===== src/rtl/lft_pkg.sv =====
package lft_pkg;

  // Memory organization codes; any unlisted code times like the narrow case.
  typedef enum logic [1:0] {
    MODE_NARROW = 2'd0,
    MODE_WIDE   = 2'd1,
    MODE_BANKED = 2'd2,
    MODE_SPARE  = 2'd3
  } fill_mode_e;

endpackage


===== src/rtl/lft_bank.sv =====
// One word-wide storage bank: holds word BANK_IDX of every line.
module lft_bank #(
  parameter int          WORD_W      = 32,
  parameter int          LINE_WORDS  = 4,
  parameter int          LINE_ADDR_W = 4,
  parameter int          BANK_IDX    = 0,
  parameter logic [31:0] PAT_MUL     = 32'h0100_0193,
  parameter logic [31:0] PAT_ADD     = 32'h5A00_0C3E
) (
  input  logic [LINE_ADDR_W-1:0] rd_addr,
  output logic [WORD_W-1:0]      rd_data
);
  localparam int DEPTH = 1 << LINE_ADDR_W;

  logic [WORD_W-1:0] mem [DEPTH];

  initial begin
    for (int a = 0; a < DEPTH; a++) begin
      logic [31:0] v;
      v = PAT_MUL * 32'(a * LINE_WORDS + BANK_IDX) + PAT_ADD;
      mem[a] = WORD_W'(v);
    end
  end

  assign rd_data = mem[rd_addr];
endmodule


===== src/rtl/lft_sched.sv =====
// Transfer schedule: which word lanes complete in the current fill cycle.
module lft_sched
  import lft_pkg::*;
#(
  parameter int LINE_WORDS = 4,
  parameter int ADDR_CYC   = 1,
  parameter int ACC_CYC    = 15,
  parameter int XFER_CYC   = 1,
  parameter int CNT_W      = 7
) (
  input  fill_mode_e            mode,
  input  logic [CNT_W-1:0]      cyc,
  output logic [LINE_WORDS-1:0] lane_hit
);
  for (genvar k = 0; k < LINE_WORDS; k++) begin : g_lane
    localparam int T_NARROW = ADDR_CYC + (k + 1) * (ACC_CYC + XFER_CYC);
    localparam int T_WIDE   = ADDR_CYC + ACC_CYC + XFER_CYC;
    localparam int T_BANKED = ADDR_CYC + ACC_CYC + (k + 1) * XFER_CYC;

    always_comb begin
      unique case (mode)
        MODE_WIDE:   lane_hit[k] = (cyc == CNT_W'(T_WIDE));
        MODE_BANKED: lane_hit[k] = (cyc == CNT_W'(T_BANKED));
        default:     lane_hit[k] = (cyc == CNT_W'(T_NARROW));
      endcase
    end
  end
endmodule


===== src/rtl/lft_ctrl.sv =====
// Request capture, fill cycle counter and penalty latch.
module lft_ctrl
  import lft_pkg::*;
#(
  parameter int LINE_ADDR_W = 4,
  parameter int CNT_W       = 7
) (
  input  logic                   clk,
  input  logic                   rst_n,
  input  logic                   req_valid,
  input  logic [LINE_ADDR_W-1:0] req_addr,
  input  logic [1:0]             req_mode,
  input  logic                   fill_end,
  output logic                   busy,
  output logic [CNT_W-1:0]       cyc,
  output logic [LINE_ADDR_W-1:0] addr_q,
  output fill_mode_e             mode_q,
  output logic [CNT_W-1:0]       fill_cycles
);
  always_ff @(posedge clk or negedge rst_n) begin
    if (!rst_n) begin
      busy        <= 1'b0;
      cyc         <= '0;
      addr_q      <= '0;
      mode_q      <= MODE_NARROW;
      fill_cycles <= '0;
    end else if (!busy) begin
      if (req_valid) begin
        busy   <= 1'b1;
        cyc    <= CNT_W'(2);  // acceptance cycle counts as cycle 1
        addr_q <= req_addr;
        mode_q <= fill_mode_e'(req_mode);
      end
    end else if (fill_end) begin
      busy        <= 1'b0;
      fill_cycles <= cyc;
    end else begin
      cyc <= cyc + CNT_W'(1);
    end
  end
endmodule


===== src/rtl/line_fill_timer.sv =====
module line_fill_timer
  import lft_pkg::*;
#(
  parameter int          WORD_W      = 32,
  parameter int          LINE_WORDS  = 4,
  parameter int          LINE_ADDR_W = 4,
  parameter int          ADDR_CYC    = 1,
  parameter int          ACC_CYC     = 15,
  parameter int          XFER_CYC    = 1,
  parameter logic [31:0] PAT_MUL     = 32'h0100_0193,
  parameter logic [31:0] PAT_ADD     = 32'h5A00_0C3E,
  localparam int         NARROW_TOTAL = ADDR_CYC + LINE_WORDS * (ACC_CYC + XFER_CYC),
  localparam int         CNT_W        = $clog2(NARROW_TOTAL + 2)
) (
  input  logic                         clk,
  input  logic                         rst_n,
  input  logic                         req_valid,
  output logic                         req_ready,
  input  logic [LINE_ADDR_W-1:0]       req_addr,
  input  logic [1:0]                   req_mode,
  output logic                         rsp_valid,
  output logic [LINE_WORDS-1:0]        rsp_mask,
  output logic [LINE_WORDS*WORD_W-1:0] rsp_data,
  output logic                         rsp_last,
  output logic [CNT_W-1:0]             fill_cycles
);
  logic                   busy;
  logic [CNT_W-1:0]       cyc;
  logic [LINE_ADDR_W-1:0] addr_q;
  fill_mode_e             mode_q;
  logic [LINE_WORDS-1:0]  lane_hit;
  logic                   fill_end;

  lft_ctrl #(.LINE_ADDR_W(LINE_ADDR_W), .CNT_W(CNT_W)) u_ctrl (
    .clk(clk), .rst_n(rst_n), .req_valid(req_valid), .req_addr(req_addr),
    .req_mode(req_mode), .fill_end(fill_end), .busy(busy), .cyc(cyc),
    .addr_q(addr_q), .mode_q(mode_q), .fill_cycles(fill_cycles)
  );

  lft_sched #(
    .LINE_WORDS(LINE_WORDS), .ADDR_CYC(ADDR_CYC), .ACC_CYC(ACC_CYC),
    .XFER_CYC(XFER_CYC), .CNT_W(CNT_W)
  ) u_sched (
    .mode(mode_q), .cyc(cyc), .lane_hit(lane_hit)
  );

  assign rsp_mask  = busy ? lane_hit : '0;
  assign fill_end  = rsp_mask[LINE_WORDS-1];  // highest lane always goes last
  assign rsp_last  = fill_end;
  assign rsp_valid = |rsp_mask;
  assign req_ready = !busy;

  for (genvar b = 0; b < LINE_WORDS; b++) begin : g_bank
    logic [WORD_W-1:0] word;
    lft_bank #(
      .WORD_W(WORD_W), .LINE_WORDS(LINE_WORDS), .LINE_ADDR_W(LINE_ADDR_W),
      .BANK_IDX(b), .PAT_MUL(PAT_MUL), .PAT_ADD(PAT_ADD)
    ) u_bank (
      .rd_addr(addr_q), .rd_data(word)
    );
    assign rsp_data[b*WORD_W +: WORD_W] = rsp_mask[b] ? word : '0;
  end
endmodule


===== config.mk =====
export PLATFORM = sky130hd
export DESIGN_NAME = line_fill_timer
export DESIGN_NICKNAME = d
export VERILOG_FILES = /design/src/rtl/lft_pkg.sv /design/src/rtl/lft_bank.sv /design/src/rtl/lft_sched.sv /design/src/rtl/lft_ctrl.sv /design/src/rtl/line_fill_timer.sv
export SDC_FILE = /design/constraint.sdc
export NUM_CORES = 1
export LEC_CHECK = 0
export BUFFER_PORTS_ARGS = -buffer_cell sky130_fd_sc_hd__buf_2
export CAP_MARGIN = 20
export CORE_MARGIN = 10
export CORE_UTILIZATION = 30
export CTS_BUF_LIST = sky130_fd_sc_hd__clkbuf_8
export CTS_CLUSTER_SIZE = 10
export DETAILED_ROUTE_END_ITERATION = 16
export REMOVE_ABC_BUFFERS = 1
export SYNTH_ARGS = -nofsm -noshare
export SYNTH_HDL_FRONTEND = slang
export SYNTH_HIERARCHICAL = 1
export SYNTH_SLANG_ARGS = --single-unit

===== constraint.sdc =====
create_clock -name clk -period 3.8 [get_ports clk]
set_input_delay 0.38 -clock clk [delete_from_list [all_inputs] [get_ports clk]]
set_output_delay 0.38 -clock clk [all_outputs]
set_load 0.03 [all_outputs]

==> key figures <==
Synthesis
  – Yosys top cell by area: and3_1
  – FFs w/ async S/R, synth: 100%
  – Syn Inst Count: 566
  – Seq cells post-synth: 21
  – Post-Syn Area: 4280 um2
  – Main synth FF type: dfrtp_1
  – Seq/Total Area, Yosys: about an eighth
  – Synth warnings: 6
  – Synth top area cells: and3_1 19%, dfrtp_1 12%, ha_1 12%, buf_4 12%, buf_6 4.2%
  – Synth cell types: 55
  – Mean post-synth cell area: ~7.6 um2
  – Post-synth EDFFs: 0
  – Post-synth top area share: a little under a fifth

Critical path
  – CP arrival: 2.61 ns
  – Worst path cell trace: or2b_1, a31oi_1, o31ai_4, buf_4, o41a_1, buf_2
  – Reg2reg setup slack: 1.25 ns
  – Worst Path Required: about 3.4 ns
  – Critical path buffer and inverter count: 2
  – Top Family by Delay on Critical Path: compound AO/OA/AOI/OAI gates
  – Reg2reg start: u_ctrl/cyc[0]$_DFFE_PN0P_
  – Worst reg2reg endpoint: u_ctrl/cyc[3]$_DFFE_PN0P_
  – CP max stage cell: a31oi_1
  – Worst setup SP type: register
  – Crit path largest cell delay: around 0.46 ns
  – Critical path class: register to output port
  – Critical path peak fanout: 20
  – Reg2Reg Depth: 7
  – Crit. End Element: output port

Placed design
  – Port-buffer cells: 106
  – GPL Wtd Cong: about 0.81
  – Detailed placement HPWL: 8320 um

Floorplan
  – Die height: 140 um
  – Initial Util: 30.7%
  – Die span in x: ~140 um
  – Die Area: 19,500 um2
  – CORE AREA: 13,900 um2
  – Top Ports: 151
  – Num rows: 43

Clock network
  – Worst skew pair latency: between 0.2 and 0.3 ns
  – Cts hold-fix bufs: 0
  – CTS root buf: clkbuf_8
  – CTS Buffer Depth: 2
  – Clock sinks: 21
  – # resized after CTS: 0
  – CTS tree: yes
  – Setup bufs post-CTS: 0
  – H-tree levels: 1
  – CTS clk-pin slew, worst paths: 0.08 ns
  – Inserted Clock Buffers: 3

Drt
  – Vias/cell: 4.62
  – Routed Wire Length: about 11,000 um
  – 1st-iter DRT viols: between 100 and 150
  – TritonRoute pass-1 iters: 4
  – Remaining antenna violation count: 0
  – Via count: 3,709
  – # DRC: 0
  – Routed len/inst: 14.0 um

Final layout
  – Most frequent cells in the layout: 130 x and3_1, 106 x buf_2, 52 x conb_1
  – Inserted Diodes: 0
  – NumNets Final: between 600 and 700
  – Share of cells above drive strength 1: 26.4%
  – Commonest non-fill, non-tap cell in the layout: and3_1
  – P&R area growth vs syn: 6.66%

Power and ir drop
  – Leak: about 2.9 nW
  – Psw: 1.76 mW
  – Flop pwr share: 20.8%
  – Comb pwr share: roughly 74%
  – Power Density: 662 nW/um2
  – Clock Power Share: 4.9%
  – Switch share: 58.1%
  – Internal power: 1.27 mW
  – Worst ir drop on vdd: 0.409 mV

STA
  – Final worst-path cycle share: 78.6%
  – Final Max Tran Viols: 0
  – WHS: 0.0566 ns
  – Final setup fails: 0
  – Final hold viol count: 0
  – Rel. slew slack: approximately 34%
  – Tightest Pin Transition: 0.989 ns
  – Clk_skew: 0.00230 ns
  – Period minus WS final: 2.99 ns
  – Max Freq: ~330 MHz
  – Setup TNS: 0 ns
  – Unrepaired setup endpoints after global routing: false

GRT
  – Global-route wire length before repair: approximately 18,000 um
  – Tot GR Track Use: a little over a tenth
  – Largest net degree at the start of global routing: 141
  – Initial antenna violation count: 0
  – Grt ovf: 0
  – Vias in the first global route: 3,417

Job
  – MaxCap Viol Count: 0

Status
  – Status: finished clean

Hold path
  – Min-Delay Path Class: primary input to asynchronous set/reset pin
==> cell usage after synthesis (4+ instances only) <==
library cell  instances
and3_1              130
buf_4                67
ha_1                 41
nand2_1              40
a21oi_1              30
dfrtp_1              21
inv_1                20
nor2_1               18
buf_6                16
clkbuf_1             15
o21ai_0              15
nand2b_1             12
mux2_2                9
mux2i_1               9
a31oi_1               8
buf_2                 7
conb_1                7
nor2b_1               7
a211oi_1              5
a211oi_2              5
a21o_1                5
and2_1                5
nor2_2                5
o211ai_1              5
xnor2_1               5
nand4_1               4
nor3_1                4
o21ai_2               4
==> registers in the layout, summed over array words and instances (netlist names) <==
signal	cells
u_ctrl/addr_q	4
u_ctrl/busy	1
u_ctrl/cyc	7
u_ctrl/fill_cycles	7
u_ctrl/mode_q	2
==> cell families (layout without fill, tap and decap cells) <==
kind of cell / after synthesis / in the layout / share of synthesized area [%]
buf+inv: 131 / 142 / 21.2
xor+xnor: 7 / 7 / 1.61
flops: 21 / 21 / 12.3
fa+ha+maj: 41 / 41 / 12.0
mux: 18 / 18 / 4.47
other cells: 7 / 52 / 0.613
simple gates: 244 / 244 / 32.7
compound gates: 97 / 97 / 15.2
==> power groups by stage <==
stage                     registers, mW  clock network (mW)  logic, mW
after CTS                         0.633               0.152       2.26
after global routing              0.680               0.166       2.54
after global placement            0.634                   0       2.24
final                             0.630               0.149       2.25
after floorplan                   0.723                   0       1.56
after detailed placement          0.639                   0       2.25
==> worst max-delay path by stage <==
stage / start / endpoint / slack (ns) / cells after the start
final: u_ctrl/mode_q[1]$_DFFE_PN0P_ / rsp_valid / 0.81 / 6
after global routing: u_ctrl/cyc[0]$_DFFE_PN0P_ / rsp_data[40] / 0.61 / 5
after CTS: u_ctrl/mode_q[1]$_DFFE_PN0P_ / rsp_valid / 0.78 / 6
after detailed placement: u_ctrl/mode_q[1]$_DFFE_PN0P_ / rsp_valid / 1.08 / 6
after global placement: u_ctrl/cyc[2]$_DFFE_PN0P_ / rsp_valid / 1.14 / 4
after floorplan: u_ctrl/cyc[1]$_DFFE_PN0P_ / u_ctrl/fill_cycles[0]$_DFFE_PN0P_ / 0.32 / 5
==> worst reg2reg max path, stage by stage, from the launching register on <==
cell	delay [ns]
dfrtp_1	0.48
and4bb_2	0.32
a31oi_1	0.10
o31ai_4	0.64
and2_1	0.35
and2b_1	0.26
nand4_1	0.13
mux2i_1	0.19
==> final cells by class <==
class,instances,area (um2)
Sequential cell,21,532
Clock buffer,3,41.3
Clock inverter,1,5.00
Inverter,22,82.6
Timing Repair Buffer,116,618
Tap cell,180,225
Fill cell,1492,9370
Multi-Input combinational cell,459,3070
==> layer usage <==
layer | global-route usage [%] | routed length, um | vias up
met5 | 0 | 0 | -
met4 | 1.37 | 44 | 0
met3 | 2.86 | 811 | 4
met2 | 17.0 | 4860 | 103
met1 | 14.5 | 5550 | 1648
li1 | - | - | 1954
==> metrics by stage <==
stage               instance area (um2)  util, %  power [mW]  std cells  setup WS, ns
global route                       4570     32.8        3.38        802         0.606
detailed placement                 4520     32.5        2.89        798          1.08
global placement                   4520     32.5        2.88        798          1.14
finish                             4570     32.8        3.03        802         0.811
CTS                                4570     32.8        3.05        802         0.782
floorplan                          3630        -        2.28        502         0.325
(Power assumes the default switching activity.)
